===== config.mk =====
export PLATFORM = sky130hd
export DESIGN_NAME = dma_wr_engine
export DESIGN_NICKNAME = d
export VERILOG_FILES = /design/src/rtl/dma_pkg.sv /design/src/rtl/dma_page_check.sv /design/src/rtl/dma_regs.sv /design/src/rtl/dma_ctrl.sv /design/src/rtl/dma_wr_engine.sv
export SDC_FILE = /design/constraint.sdc
export NUM_CORES = 1
export LEC_CHECK = 0
export BUFFER_PORTS_ARGS = -buffer_cell sky130_fd_sc_hd__buf_2
export CAP_MARGIN = 25
export CORE_AREA = 2 2 76 151
export DETAILED_ROUTE_END_ITERATION = 8
export DIE_AREA = 0 0 78 153
export PLACE_DENSITY = 0.8
export SKIP_LAST_GASP = 1
export SYNTH_ARGS = -nofsm -noshare
export SYNTH_HDL_FRONTEND = slang
export SYNTH_SLANG_ARGS = --single-unit

===== constraint.sdc =====
create_clock -name clk -period 3.85 [get_ports clk]
set_clock_uncertainty 0.05 [all_clocks]
set_input_delay 0.1925 -clock clk [delete_from_list [all_inputs] [get_ports clk]]
set_output_delay 0.1925 -clock clk [all_outputs]
set_load 0.01 [all_outputs]

===== src/rtl/dma_pkg.sv =====
package dma_pkg;
  typedef enum logic [1:0] {
    ST_IDLE = 2'd0,
    ST_REQ  = 2'd1,
    ST_XFER = 2'd2
  } dma_state_e;

  localparam logic [1:0] OFS_ADDR = 2'd0;
  localparam logic [1:0] OFS_CNT  = 2'd1;
  localparam logic [1:0] OFS_CTRL = 2'd2;
  localparam logic [1:0] OFS_STAT = 2'd3;

  localparam int BIT_BUSY = 0;
  localparam int BIT_DONE = 1;
  localparam int BIT_ERR  = 2;
endpackage


===== src/rtl/dma_page_check.sv =====
module dma_page_check #(
  parameter int AW         = 32,
  parameter int PAGE_BYTES = 4096,
  parameter int CW         = 11
) (
  input  logic [AW-1:0] start_addr,
  input  logic [CW-1:0] word_cnt,
  output logic          fits
);
  localparam int PB  = $clog2(PAGE_BYTES);
  localparam int OW  = PB - 2;
  localparam int WPP = PAGE_BYTES / 4;

  logic [CW:0] span;

  always_comb begin
    span = {{(CW + 1 - OW){1'b0}}, start_addr[PB-1:2]} + {1'b0, word_cnt};
    fits = (word_cnt != '0) && (span <= (CW + 1)'(WPP));
  end
endmodule


===== src/rtl/dma_regs.sv =====
module dma_regs
  import dma_pkg::*;
#(
  parameter int AW = 32,
  parameter int CW = 11
) (
  input  logic          clk,
  input  logic          rst_n,
  input  logic          cfg_wr,
  input  logic [1:0]    cfg_addr,
  input  logic [AW-1:0] cfg_wdata,
  output logic [AW-1:0] cfg_rdata,
  input  logic          busy,
  input  logic          finish,
  input  logic          fits,
  output logic [AW-1:0] start_addr,
  output logic [CW-1:0] word_cnt,
  output logic          go,
  output logic          irq
);
  logic done_q, err_q;
  logic wr_ctrl, wr_stat, start_req, reject;

  always_comb begin
    wr_ctrl   = cfg_wr && (cfg_addr == OFS_CTRL);
    wr_stat   = cfg_wr && (cfg_addr == OFS_STAT);
    start_req = wr_ctrl && cfg_wdata[0] && !busy;
    go        = start_req && fits;
    reject    = start_req && !fits;
    irq       = done_q || err_q;
  end

  always_ff @(posedge clk or negedge rst_n) begin
    if (!rst_n) begin
      start_addr <= '0;
      word_cnt   <= '0;
    end else if (cfg_wr) begin
      if (cfg_addr == OFS_ADDR) start_addr <= {cfg_wdata[AW-1:2], 2'b00};
      if (cfg_addr == OFS_CNT)  word_cnt   <= cfg_wdata[CW-1:0];
    end
  end

  always_ff @(posedge clk or negedge rst_n) begin
    if (!rst_n) begin
      done_q <= 1'b0;
      err_q  <= 1'b0;
    end else begin
      if (finish)                               done_q <= 1'b1;
      else if (wr_stat && cfg_wdata[BIT_DONE])  done_q <= 1'b0;
      if (reject)                               err_q  <= 1'b1;
      else if (wr_stat && cfg_wdata[BIT_ERR])   err_q  <= 1'b0;
    end
  end

  always_comb begin
    cfg_rdata = '0;
    unique case (cfg_addr)
      OFS_ADDR: cfg_rdata = start_addr;
      OFS_CNT:  cfg_rdata = {{(AW - CW){1'b0}}, word_cnt};
      OFS_CTRL: cfg_rdata = '0;
      OFS_STAT: begin
        cfg_rdata[BIT_BUSY] = busy;
        cfg_rdata[BIT_DONE] = done_q;
        cfg_rdata[BIT_ERR]  = err_q;
      end
      default:  cfg_rdata = '0;
    endcase
  end
endmodule


===== src/rtl/dma_ctrl.sv =====
module dma_ctrl
  import dma_pkg::*;
#(
  parameter int AW = 32,
  parameter int DW = 32,
  parameter int CW = 11
) (
  input  logic          clk,
  input  logic          rst_n,
  input  logic          go,
  input  logic [AW-1:0] start_addr,
  input  logic [CW-1:0] word_cnt,
  input  logic          bus_gnt,
  input  logic          bus_wait,
  input  logic          dev_valid,
  input  logic [DW-1:0] dev_data,
  output logic          bus_req,
  output logic [AW-1:0] bus_addr,
  output logic [DW-1:0] bus_wdata,
  output logic          bus_we,
  output logic          dev_ready,
  output logic          busy,
  output logic          finish
);
  localparam logic [AW-1:0] STEP = AW'(DW / 8);

  dma_state_e    state;
  logic [AW-1:0] cur_addr;
  logic [CW-1:0] remain;
  logic          in_xfer, accept;

  always_comb begin
    in_xfer   = (state == ST_XFER);
    dev_ready = in_xfer && !bus_wait;
    bus_we    = in_xfer && dev_valid;
    accept    = bus_we && !bus_wait;
    finish    = accept && (remain == CW'(1));
    bus_req   = (state != ST_IDLE);
    busy      = bus_req;
    bus_addr  = cur_addr;
    bus_wdata = dev_data;
  end

  always_ff @(posedge clk or negedge rst_n) begin
    if (!rst_n) begin
      state    <= ST_IDLE;
      cur_addr <= '0;
      remain   <= '0;
    end else begin
      unique case (state)
        ST_IDLE: if (go) begin
          cur_addr <= start_addr;
          remain   <= word_cnt;
          state    <= ST_REQ;
        end
        ST_REQ: if (bus_gnt) state <= ST_XFER;
        ST_XFER: if (accept) begin
          cur_addr <= cur_addr + STEP;
          remain   <= remain - CW'(1);
          if (remain == CW'(1)) state <= ST_IDLE;
        end
        default: state <= ST_IDLE;
      endcase
    end
  end
endmodule


===== src/rtl/dma_wr_engine.sv =====
module dma_wr_engine #(
  parameter int AW         = 32,
  parameter int DW         = 32,
  parameter int PAGE_BYTES = 4096
) (
  input  logic          clk,
  input  logic          rst_n,
  input  logic          cfg_wr,
  input  logic [1:0]    cfg_addr,
  input  logic [AW-1:0] cfg_wdata,
  output logic [AW-1:0] cfg_rdata,
  input  logic          dev_valid,
  output logic          dev_ready,
  input  logic [DW-1:0] dev_data,
  output logic          bus_req,
  input  logic          bus_gnt,
  output logic [AW-1:0] bus_addr,
  output logic [DW-1:0] bus_wdata,
  output logic          bus_we,
  input  logic          bus_wait,
  output logic          irq
);
  localparam int PB = $clog2(PAGE_BYTES);
  localparam int CW = PB - 1;

  logic [AW-1:0] start_addr;
  logic [CW-1:0] word_cnt;
  logic          go, busy, finish, fits;

  dma_page_check #(.AW(AW), .PAGE_BYTES(PAGE_BYTES), .CW(CW)) u_page (
    .start_addr (start_addr),
    .word_cnt   (word_cnt),
    .fits       (fits)
  );

  dma_regs #(.AW(AW), .CW(CW)) u_regs (
    .clk        (clk),
    .rst_n      (rst_n),
    .cfg_wr     (cfg_wr),
    .cfg_addr   (cfg_addr),
    .cfg_wdata  (cfg_wdata),
    .cfg_rdata  (cfg_rdata),
    .busy       (busy),
    .finish     (finish),
    .fits       (fits),
    .start_addr (start_addr),
    .word_cnt   (word_cnt),
    .go         (go),
    .irq        (irq)
  );

  dma_ctrl #(.AW(AW), .DW(DW), .CW(CW)) u_ctrl (
    .clk        (clk),
    .rst_n      (rst_n),
    .go         (go),
    .start_addr (start_addr),
    .word_cnt   (word_cnt),
    .bus_gnt    (bus_gnt),
    .bus_wait   (bus_wait),
    .dev_valid  (dev_valid),
    .dev_data   (dev_data),
    .bus_req    (bus_req),
    .bus_addr   (bus_addr),
    .bus_wdata  (bus_wdata),
    .bus_we     (bus_we),
    .dev_ready  (dev_ready),
    .busy       (busy),
    .finish     (finish)
  );
endmodule


-- After elaboration in Yosys (flattened, before gate mapping)
Cells that the tools add are included.
W data, S select, Z words.
- reduce and logical (&&, ||, !) cells: 28
- add/sub/neg operators: 3
- muxes and demuxes: 17
- equal/unequal tests: 10
- order comparisons: 1
- operators with widths (operator ; count):
    $mux W32 ; 2
    $pmux W32 S2 ; 1
    $pmux W29 S2 ; 1
    $add A32 B3 Y32 const B ; 1
    $mux W11 ; 2
    $pmux W11 S2 ; 1
    $logic_and A1 B1 Y1 ; 13
    $add A10 B11 Y12 ; 1
    $le A12 B11 Y1 const B ; 1
    $pmux W3 S4 ; 1
    $eq A11 B1 Y1 const B ; 1
    $reduce_bool A11 Y1 ; 1
    $sub A11 B1 Y11 const B ; 1
    $mux W2 ; 4
    $ne A2 B2 Y1 const B ; 4
    $reduce_bool A2 Y1 ; 4
    $eq A2 B2 Y1 const B ; 3
    $pmux W2 S3 ; 1
    $eq A2 B1 Y1 const B ; 2
    $logic_not A2 Y1 ; 2
    $mux W1 ; 4
    $reduce_and A2 Y1 ; 2
    $reduce_and A4 Y1 ; 1
    $logic_not A1 Y1 ; 3
    2 further kinds ; 2
- bits in registers: 88
- output and inout port bits: 100

-- Depth between registers and ports, before layout
Gate-level depths: netlist of the first run.
- word-level depth: 7
- mapped depth: 11

-- By module
A second synthesis of the first run with hierarchy kept.
- cell total of the unflattened synthesis: 596
- area, all modules: 5551.6 µm²
- modules (own cells, without submodules) (module ; cells an instance ; instances ; area an instance (µm²) ; sequential area each (µm²)):
    dma_ctrl ; 376 ; 1 ; 3040.4 ; 1126.1
    dma_regs ; 153 ; 1 ; 1999.4 ; 1076.0
    dma_page_check ; 67 ; 1 ; 511.7 ; 0.0

-- Worst setup path after synthesis of the first run
No wires, ideal clock.
- path type: register -> register
- start point: reg u_regs.start_addr[2]
- end point: reg u_ctrl.cur_addr[3], in the netlist u_ctrl.bus_addr[3]
- clock period less this slack: 3.236 ns
- library setup time: 0.125 ns
- cell stages (with the launch flop): 10
- setup slack: 0.614 ns
- data arrival time: 3.061 ns
- cells stage by stage: dfrtp_1 ha_1 fa_1 xor2_1 or3_1 a221o_1 or4_4 o22a_1 o21ai_4 mux2_2
- longest elaborated chain between the ends: 6
- ends and longest elaborated chain (element ; line ; text):
    start: declaration ; dma_regs.sv:16 ; output logic [AW-1:0] start_addr,
    start signal: assignment ; dma_regs.sv:38 ; if (cfg_addr == OFS_ADDR) start_addr <= {cfg_wdata[AW-1:2], 2'b00};
    $add A10 B11 Y12 ; dma_page_check.sv:17 ; span = {{(CW + 1 - OW){1'b0}}, start_addr[PB-1:2]} + {1'b0, word_cnt};
    $le A12 B11 Y1 ; dma_page_check.sv:18 ; fits = (word_cnt != '0) && (span <= (CW + 1)'(WPP));
    $logic_and A1 B1 Y1 ; dma_page_check.sv:18 ;
    $logic_and A1 B1 Y1 ; dma_regs.sv:28 ; go = start_req && fits;
    $ne A2 B2 Y1 (no source line) ; -- ;
    $reduce_and A3 Y1 (no source line) ; -- ;
    end signal: assignment ; dma_ctrl.sv:52 ; cur_addr <= start_addr;
    end signal: assignment ; dma_ctrl.sv:58 ; cur_addr <= cur_addr + STEP;
    end: declaration ; dma_ctrl.sv:28 ; logic [AW-1:0] cur_addr;
No other way between the ends.
A chain may end at the register's enable or synchronous reset.

-- Final worst setup path of the first run
- start point: reg u_regs.start_addr[2]
- end point: reg u_ctrl.remain[9]
- longest elaborated chain between the ends: 6
- ends and longest elaborated chain (element ; line ; text):
    $add A10 B11 Y12 ; dma_page_check.sv:17 ;
    $le A12 B11 Y1 ; dma_page_check.sv:18 ;
    $logic_and A1 B1 Y1 ; dma_page_check.sv:18 ;
    $logic_and A1 B1 Y1 ; dma_regs.sv:28 ;
    $ne A2 B2 Y1 (no source line) ; -- ;
    $reduce_and A3 Y1 (no source line) ; -- ;
    end signal: assignment ; dma_ctrl.sv:53 ; remain <= word_cnt;
    end signal: assignment ; dma_ctrl.sv:59 ; remain <= remain - CW'(1);
    end: declaration ; dma_ctrl.sv:29 ; logic [CW-1:0] remain;
No other way between the ends.

==> out/metrics.cfg, run 1 <==
[floorplan]
core_um2=10800
start_util_pct=51.0
rows=54
die_x_um=78
die_area_um2=11900
die_h_um=153
io-pin-count=172

[final_layout]
final_util_pct=58.1
num-nets-final=749
final_cell_mix=buf_2, dfrtp_1, o21ai_0
syn_to_final_growth_pct=13.9
diodes=0
multi_input_area_um2=2880
fillCellCount=947
final_layout_size_suffix_gt1_share_pct=29.5
final-seq-area_um2=2150
final_common_cell=buf_2

[sta]
max_slew.worst_pin.slew_ns=0.705
max_slew_margin_pct=53.0
finalCritPeriodShare_pct=92.9
rsz0062_at_grt=false
fin_crit_ns=3.58
slew_violations=0
tns_ns=0
setup_viol=0
fmax_mhz=280
hold_violations=0

[setup_path]
crit_fanout=23
arrival_ns=3.75
critPathRequiredTime_ns=4.02
path_class=reg2reg
end_kind=register
startpoint_type=register

[routing]
firstDrtPassIters=5
vias=4954
drtAntennaViolNets=0
viasPerCell=6.13
drc_errors=0
wirelength_um=16300
routedWlPerCell_um=20.2
drtIter0Drc=332

[clocking]
ctsHtreeMaxLevel=3
root_buffer=clkbuf_16
cts_sinks=86
clk_path_buf_depth=2
clk_latency_ns=0.34
cts-buffers-inserted=9
cts_tree=yes
clk_pin_slew_worst_paths_ns=0.07

[place]
dpl.hpwl_um=12000
io_buffer_count=105
gp_congestion=0.916

[logic_synthesis]
synth_top_area_share_pct=39.0
ys_ff_latch=86
yosys_warnings=0
synthFlopType=dfrtp_1
syn_area_um2=5520
synth_enable_flop_cells=0
synth_cell_types=61
synth_area_per_cell_um2=9.22
synth_area_leaders=dfrtp_1, mux2_2, buf_4, o21ai_0, nand2_1
synthArstFlopShare_pct=100
ys_seq_area_share_pct=39.0
yosysTopAreaCell=dfrtp_1
syn-instance-count=598

[pwr]
peakVddDrop_mv=0.380
power_density_nw_per_um2=670
leakage_nw=2.84

[run]
drv_cap=0

[run_status]
status=complete, no violations

[global_routing]
grt_antenna_before_repair=0
grt_max_degree=68
overflow=0
grt_pass1_wl_um=26200
grt_pass1_vias=4951
track_usage_pct=27.8

[hold_path]
hold_class=in2reg

==> worst paths after layout <==
path | start | endpoint | slack (ns) | cells past startpoint
worst max-delay path | u_regs.start_addr[2] | u_ctrl.remain[9] | 0.27 | 10
worst min-delay path | cfg_wdata[30] | u_regs.start_addr[30] | 0.02 | 2
worst max register to register | u_regs.start_addr[2] | u_ctrl.remain[9] | 0.27 | 10
worst min register to register | u_ctrl.remain[7] | u_ctrl.remain[7] | 0.45 | 1
max in group asynchronous | rst_n | u_ctrl.bus_addr[4] | 2.89 | 3
min in group asynchronous | rst_n | u_regs.start_addr[12] | 0.22 | 2
==> metrics by stage <==
| step | worst slack, ns | instance area [um^2] | power [W] | std cells | hold slack, ns |
|---|---|---|---|---|---|
| after global placement | 0.309 | 5930 | 0.00323 | 789 | 0.335 |
| after detailed placement | 0.328 | 5960 | 0.00329 | 791 | 0.0488 |
| after global routing | 0.150 | 6280 | 0.00447 | 808 | 0.0229 |
| final | 0.274 | 6280 | 0.00421 | 808 | 0.0245 |
| after CTS | 0.294 | 6280 | 0.00421 | 808 | 0.0198 |
| after floorplan | 0.614 | 5520 | 0.00267 | 599 | -0.153 |
==> synth_stat cells, drive strengths merged, types with 3 or more instances <==
library cell	number
o2bb2ai	13
nor2	32
or2	9
o21ai	56
o31ai	3
nand4	6
nor3	13
a211oi	4
o21a	3
nor4	6
mux2	43
a22oi	17
or3	4
mux2i	12
and2	26
clkbuf	24
buf	44
nand2b	3
ha	13
a2bb2oi	4
a21oi	27
nand2	44
o22a	5
and4	3
o22ai	20
a221o	3
a31oi	3
nand3	8
a21o	3
dfrtp	86
nor2b	5
inv	25
and3	7
nor3b	3
==> flip-flops by register name (all words and copies together) (netlist names) <==
signal	flops
u_regs.done_q	1
u_regs.word_cnt	11
u_ctrl.bus_addr	30
u_regs.start_addr	30
u_regs.err_q	1
u_ctrl.state	2
u_ctrl.remain	11
==> kinds of logic (layout without fill, tap and decap cells) <==
kind of cell	after synthesis	count (layout)	share of synthesized area, %
other cells	1	2	0.0680
compound gates	174	174	20.9
xor+xnor	1	1	0.159
fa+ha+maj	14	14	3.31
simple gates	174	174	16.4
mux	55	55	11.0
buf+inv	93	162	9.14
flops	86	86	39.0
==> where the power goes <==
group / switching (W) / total [W] / internal [W]
clock network: 0.000378 / 0.000903 / 0.000525
logic: 0.000984 / 0.00173 / 0.000749
registers: 0.000366 / 0.00157 / 0.00120
==> worst max-delay path, stage by stage (launching register included) <==
cell and delay (ns):
dfrtp_1 0.44, ha_1 0.28, fa_1 0.42, xor2_1 0.18, or3_1 0.35, a221o_1 0.28
or4_4 0.54, nor3_4 0.20, buf_4 0.29, o22ai_1 0.14, a221o_1 0.30
==> what timing repair did <==
item / CTS / global route
buffers inserted: 0 / 0
resized for setup: 0 / 0
endpoints found under the hold margin: 19 / 0
setup endpoints to repair: 0 / 0
hold buffers: 1 / 0
==> cell type report <==
cell class,count,share of cell area [%]
clock buffers,10,3.80
clock inverters,6,1.10
inverters,25,1.49
multi-input cells,420,45.8
flip-flops and latches,86,34.3
well taps,140,2.79
repair buffers,121,10.7
==> metal layers <==
metal / GRT usage, % / up-vias / part of all wire, %
met4: 16.6 / 0 / 5.4
met3: 3.96 / 59 / 4.1
li1: - / 2276 / -
met5: 0 / - / 0
met2: 51.1 / 163 / 55
met1: 29.3 / 2456 / 35
No activity file was read; power rests on OpenSTA's default activity.
==> inputs of run 2 (changes only) <==
- CORE_AREA: 2 2 76 151 -> 2 2 99 197
- DIE_AREA: 0 0 78 153 -> 0 0 101 199
- PLACE_DENSITY: 0.8 -> not set
==> run 2 against run 1 <==
Fmax decreased by 0.21%. Global-route usage down 11 points. Wire length increased by 3.4%. Register-to-register slack about the same. Critical path type unchanged.
==> out/metrics.cfg, run 2 (same netlist as run 1, synthesis figures left out) <==
[routing]
vias=4733  ; was 4954
viasPerCell=5.34  ; was 6.13
wirelength_um=16900  ; was 16300 um
drtIter0Drc=309  ; was 332
drtAntennaViolNets=0  ; unchanged
firstDrtPassIters=4  ; was 5
drc_errors=0  ; unchanged
routedWlPerCell_um=19.0  ; was 20.2 um

[clocking]
cts_sinks=86  ; unchanged
clk_latency_ns=0.35  ; was 0.34 ns
cts_tree=yes  ; unchanged
cts_setup_buffers=0  ; unchanged
clk_path_buf_depth=2  ; unchanged
clk_pin_slew_worst_paths_ns=0.07  ; about the same
ctsHtreeMaxLevel=3  ; unchanged
cts-buffers-inserted=9  ; unchanged
root_buffer=clkbuf_16  ; unchanged
cts_resized=0  ; unchanged

[global_routing]
grt_pass1_wl_um=26000  ; was 26200 um
grt_max_degree=63  ; was 68
track_usage_pct=17.0  ; was 27.8%
grt_pass1_vias=4661  ; was 4951
overflow=0  ; unchanged
grt_antenna_before_repair=0  ; unchanged

[setup_path]
arrival_ns=3.77  ; was 3.75 ns
critical-path-top-delay-family=compound AO/OA/AOI/OAI gates  ; was simple AND/OR/NAND/NOR gates
max_stage_delay_ns=0.54  ; about the same
startpoint=u_regs.start_addr[2]  ; unchanged
reg2reg_slack_ns=0.27  ; about the same
reg2regPathDepth=9  ; was 10
worst-path-buf-inv=0  ; was 1
end_kind=register  ; unchanged
crit_chain=ha_1 > fa_1 > xor2_1 > or3_1 > a221o_1 > or4_4 > o22a_1 > o21ai_4 > mux2_2  ; was ha_1 > fa_1 > xor2_1 > or3_1 > a221o_1 > or4_4 > nor3_4 > buf_4 > o22ai_1 > a221o_1
startpoint_type=register  ; unchanged
path_class=reg2reg  ; unchanged
r2r-start=u_regs.start_addr[2]  ; unchanged
crit_slowest_cell=or4_4  ; unchanged
r2r_end=u_ctrl.bus_addr[3]  ; was u_ctrl.remain[9]
critPathRequiredTime_ns=4.03  ; was 4.02 ns
crit_fanout=8  ; was 23

[pwr]
leakage_nw=2.82  ; was 2.84 nW
total_power_w=0.00418  ; was 0.00421 W
power_density_nw_per_um2=659  ; was 670 nW/um^2
peakVddDrop_mv=0.210  ; was 0.380 mV

[floorplan]
die_x_um=101  ; was 78 um
die_area_um2=20100  ; was 11900 um^2
die_h_um=199  ; was 153 um
io-pin-count=172  ; unchanged
rows=71  ; was 54
core_um2=18700  ; was 10800 um^2
start_util_pct=29.6  ; was 51.0%

[final_layout]
final_cell_mix=buf_2, dfrtp_1, o21ai_0  ; unchanged
final_layout_size_suffix_gt1_share_pct=29.2  ; was 29.5%
syn_to_final_growth_pct=15.0  ; was 13.9%
diodes=0  ; unchanged
final-seq-area_um2=2150  ; unchanged
final_common_cell=buf_2  ; unchanged
multi_input_area_um2=2880  ; unchanged
num-nets-final=748  ; was 749
final_util_pct=34.0  ; was 58.1%
final_area_um2=6340  ; was 6280 um^2
fillCellCount=1999  ; was 947

[sta]
slew_violations=0  ; unchanged
hold_slack_ns=0.0197  ; was 0.0245 ns
max_slew_margin_pct=43.7  ; was 53.0%
max_slew.worst_pin.slew_ns=0.844  ; was 0.705 ns
rsz0062_at_grt=false  ; unchanged
setup_viol=0  ; unchanged
hold_violations=0  ; unchanged
tns_ns=0  ; unchanged
fin_crit_ns=3.58  ; about the same
fmax_mhz=279  ; was 280 MHz
finalCritPeriodShare_pct=93.1  ; was 92.9%

[place]
placed_area_um2=6030  ; was 5960 um^2
dpl.hpwl_um=12700  ; was 12000 um
io_buffer_count=105  ; unchanged
gp_congestion=0.920  ; was 0.916

[hold_path]
hold_depth=2  ; unchanged
hold_class=in2reg  ; unchanged
hold_path_end=u_regs.start_addr[21]  ; was u_regs.start_addr[30]
min-delay-start=cfg_wdata[21]  ; was cfg_wdata[30]

[run]
drv_cap=0  ; unchanged

[run_status]
status=complete, no violations  ; unchanged

==> run 2: cell types whose count changed in the layout (fill, tap and decap cells not counted) <==
cell	previous run	this run
buf_16	1	0
buf_4	14	15
buf_6	1	0
clkbuf_1	0	1
clkbuf_8	1	0
clkinv_2	1	0
clkinv_4	1	2
clkinvlp_4	1	2
inv_6	2	1
==> run 2: how the worst max path moves through the flow <==
stage	end	slack [ns]	cells after the start
floorplan	u_ctrl.bus_addr[3]	0.61	9
finish	u_ctrl.bus_addr[3]	0.27	9
global placement	u_ctrl.bus_addr[3]	0.33	9
detailed placement	u_ctrl.remain[2]	0.29	10
global route	u_ctrl.bus_addr[27]	0.11	10
CTS	u_ctrl.bus_addr[3]	0.27	9
==> run 2: report_power, final <==
part / switching (W) / leakage [nW] / internal, W / total, W
registers: 0.000366 / 1.01 / 0.00120 / 0.00157
logic: 0.000972 / 1.67 / 0.000739 / 0.00171
clock network: 0.000392 / 0.139 / 0.000508 / 0.000900
==> run 2: routing by layer <==
layer | global-route usage [%] | vias up | wire length (um)
li1 | - | 2263 | -
met3 | 1.76 | 44 | 619
met4 | 8.41 | 0 | 634
met1 | 17.9 | 2305 | 6040
met2 | 32.4 | 121 | 9580
met5 | 0 | - | 0
==> run 2: stage by stage <==
step	cells	setup WS (ns)
floorplan	599	0.614
global placement	869	0.331
detailed placement	869	0.287
finish	886	0.267
CTS	886	0.274
global route	886	0.106
==> run 2: repair_timing <==
action / in CTS / in global routing
hold buffers: 1 / 0
endpoints found under the setup margin: 0 / 0
endpoints found under the hold margin: 61 / 0
==> run 2: area by class of cell <==
class                      count  area share, %
sequential                    86           33.9
clock inverter                 6           1.12
clock buffer                  10           3.61
tap                          219           4.32
timing repair buffer         120           10.1
inverter                      25           1.48
multi-input combinational    420           45.4
==> inputs of run 3 (changes only) <==
- SETUP_SLACK_MARGIN: not set -> 0.4
==> run 3 against run 2 <==
Highest routed layer unchanged. Register-to-register slack improved by 0.26 ns. Non-clock buffer count is 3 higher. First-iteration DRC count is 10% lower. Sequential share of layout area shrank 0.22 points. Wire length rose by 0.12%. Total power grew 0.46%. Final area up 0.65%.
==> out/metrics.cfg, run 3 (same netlist as run 1, synthesis figures left out) <==
[global_routing]
track_usage_pct=17.0  ; about the same
grt_max_degree=63  ; unchanged
grt_antenna_before_repair=0  ; unchanged
grt_pass1_wl_um=26000  ; unchanged
grt_pass1_vias=4654  ; was 4661
overflow=0  ; unchanged

[final_layout]
final_layout_size_suffix_gt1_share_pct=29.9  ; was 29.2%
diodes=0  ; unchanged
syn_to_final_growth_pct=15.7  ; was 15.0%
num-nets-final=751  ; was 748
final_cell_mix=buf_2, dfrtp_1, o21ai_0  ; unchanged
final_area_um2=6380  ; was 6340 um^2
fillCellCount=1991  ; was 1999
final_common_cell=buf_2  ; unchanged
layoutNonFillerInstCount=889  ; was 886
final-seq-area_um2=2150  ; unchanged
multi_input_area_um2=2890  ; was 2880 um^2

[setup_path]
path_class=reg2reg  ; unchanged
max_stage_delay_ns=0.54  ; about the same
end_kind=register  ; unchanged
arrival_ns=3.51  ; was 3.77 ns
crit_chain=ha_1 > fa_2 > xor2_1 > or3_1 > a221o_1 > or4_4 > o22a_4 > o21ai_4 > mux2_2  ; was ha_1 > fa_1 > xor2_1 > or3_1 > a221o_1 > or4_4 > o22a_1 > o21ai_4 > mux2_2
startpoint_type=register  ; unchanged
critical-path-top-delay-family=simple AND/OR/NAND/NOR gates  ; was compound AO/OA/AOI/OAI gates
critPathRequiredTime_ns=4.03  ; about the same
crit_fanout=6  ; was 8
crit_slowest_cell=or4_4  ; unchanged
worst-path-buf-inv=0  ; unchanged

[sta]
slew_violations=0  ; unchanged
hold_slack_ns=0.0200  ; was 0.0197 ns
max_slew_margin_pct=43.8  ; was 43.7%
setup_viol=0  ; unchanged
fin_crit_ns=3.33  ; was 3.58 ns
fmax_mhz=301  ; was 279 MHz
hold_violations=0  ; unchanged
max_slew.worst_pin.slew_ns=0.843  ; was 0.844 ns
finalCritPeriodShare_pct=86.4  ; was 93.1%
rsz0062_at_grt=false  ; unchanged
tns_ns=0  ; unchanged

[place]
gp_congestion=0.920  ; unchanged
dp_cells=869  ; unchanged
dpl.hpwl_um=12700  ; unchanged
io_buffer_count=105  ; unchanged
placed_area_um2=6030  ; unchanged

[run_status]
status=complete, no violations  ; unchanged

[floorplan]
rows=71  ; unchanged
die_h_um=199  ; unchanged
start_util_pct=29.6  ; unchanged
core_um2=18700  ; unchanged
die_area_um2=20100  ; unchanged
die_x_um=101  ; unchanged
io-pin-count=172  ; unchanged

[hold_path]
hold_class=in2reg  ; unchanged

[pwr]
power.switching_w=0.00173  ; about the same
combPwrFrac_pct=41.3  ; was 40.9%
power_density_nw_per_um2=658  ; was 659 nW/um^2
sw_frac_of_total_pct=41.3  ; was 41.4%
seq_power_share_pct=37.3  ; was 37.5%
leakage_nw=2.84  ; was 2.82 nW
peakVddDrop_mv=0.210  ; about the same
clock_power_share_pct=21.4  ; was 21.5%
p_int_w=0.00246  ; was 0.00245 W

[routing]
viasPerCell=5.31  ; was 5.34
drc_errors=0  ; unchanged
wirelength_um=16900  ; about the same
firstDrtPassIters=4  ; unchanged
drtAntennaViolNets=0  ; unchanged
drtIter0Drc=277  ; was 309
routedWlPerCell_um=19.0  ; about the same
vias=4717  ; was 4733

[clocking]
clk_pin_slew_worst_paths_ns=0.07  ; about the same
cts_sinks=86  ; unchanged
ctsHtreeMaxLevel=3  ; unchanged
root_buffer=clkbuf_16  ; unchanged
cts_tree=yes  ; unchanged
cts-buffers-inserted=9  ; unchanged
clk_path_buf_depth=2  ; unchanged
clk_latency_ns=0.35  ; about the same

[run]
drv_cap=0  ; unchanged

-- run 3: cell count changes in the layout (fill, tap and decap cells not counted) --
| cell | before | now |
|---|---|---|
| buf_6 | 0 | 2 |
| fa_1 | 1 | 0 |
| fa_2 | 0 | 1 |
| o22a_1 | 5 | 4 |
| buf_4 | 15 | 16 |
| o22a_4 | 0 | 1 |
-- run 3: layer usage --
metal  global-route usage [%]  share of wire (%)  wire, um
met1                     17.9                 36      6100
met2                     32.8                 57      9680
met3                     1.72                3.4       567
met4                     7.81                3.3       550
met5                        0                  0         0
-- run 3: metrics by stage --
step                util [%]  power (W)  worst slack (ns)
floorplan                  -    0.00267             0.614
global placement        32.3    0.00328             0.331
detailed placement      32.3    0.00331             0.287
CTS                     34.1    0.00423             0.358
global route            34.2    0.00451             0.420
finish                  34.2    0.00420             0.523
-- run 3: power groups by stage --
stage	combinational (W)	sequential, W	clock (W)
after CTS	0.00173	0.00157	0.000925
final	0.00173	0.00156	0.000900
after detailed placement	0.00172	0.00159	0
after floorplan	0.00114	0.00153	0
after global routing	0.00194	0.00162	0.000957
after global placement	0.00170	0.00158	0
-- run 3: repair_timing --
| action | 4_1_cts | 5_1_grt |
|---|---|---|
| endpoints found under the hold margin | 61 | 0 |
| resized for setup | 1 | 4 |
| setup buffers | 1 | 2 |
| endpoints found under the setup margin | 18 | 33 |
| hold buffers | 1 | 0 |
| pin swaps | 1 | 2 |
-- run 3: area by class of cell --
| cell class | count | share of cell area (%) |
|---|---|---|
| clock inverter | 6 | 1.12 |
| multi-input combinational | 420 | 45.3 |
| clock buffer | 10 | 3.59 |
| timing repair buffer | 123 | 10.5 |
| inverter | 25 | 1.47 |
| sequential | 86 | 33.7 |
| tap | 219 | 4.29 |
-- run 3: worst paths after layout --
path | from | to | slack (ns) | cells past startpoint
setup / recovery | u_regs.start_addr[2] | u_ctrl.bus_addr[3] | 0.52 | 9
hold / removal | cfg_wdata[21] | u_regs.start_addr[21] | 0.02 | 2
setup reg to reg | u_regs.start_addr[2] | u_ctrl.bus_addr[3] | 0.52 | 9
hold reg to reg | u_ctrl.remain[7] | u_ctrl.remain[7] | 0.44 | 1
max in group asynchronous | rst_n | u_ctrl.bus_addr[3] | 2.42 | 3
min in group asynchronous | rst_n | u_regs.start_addr[4] | 0.44 | 2
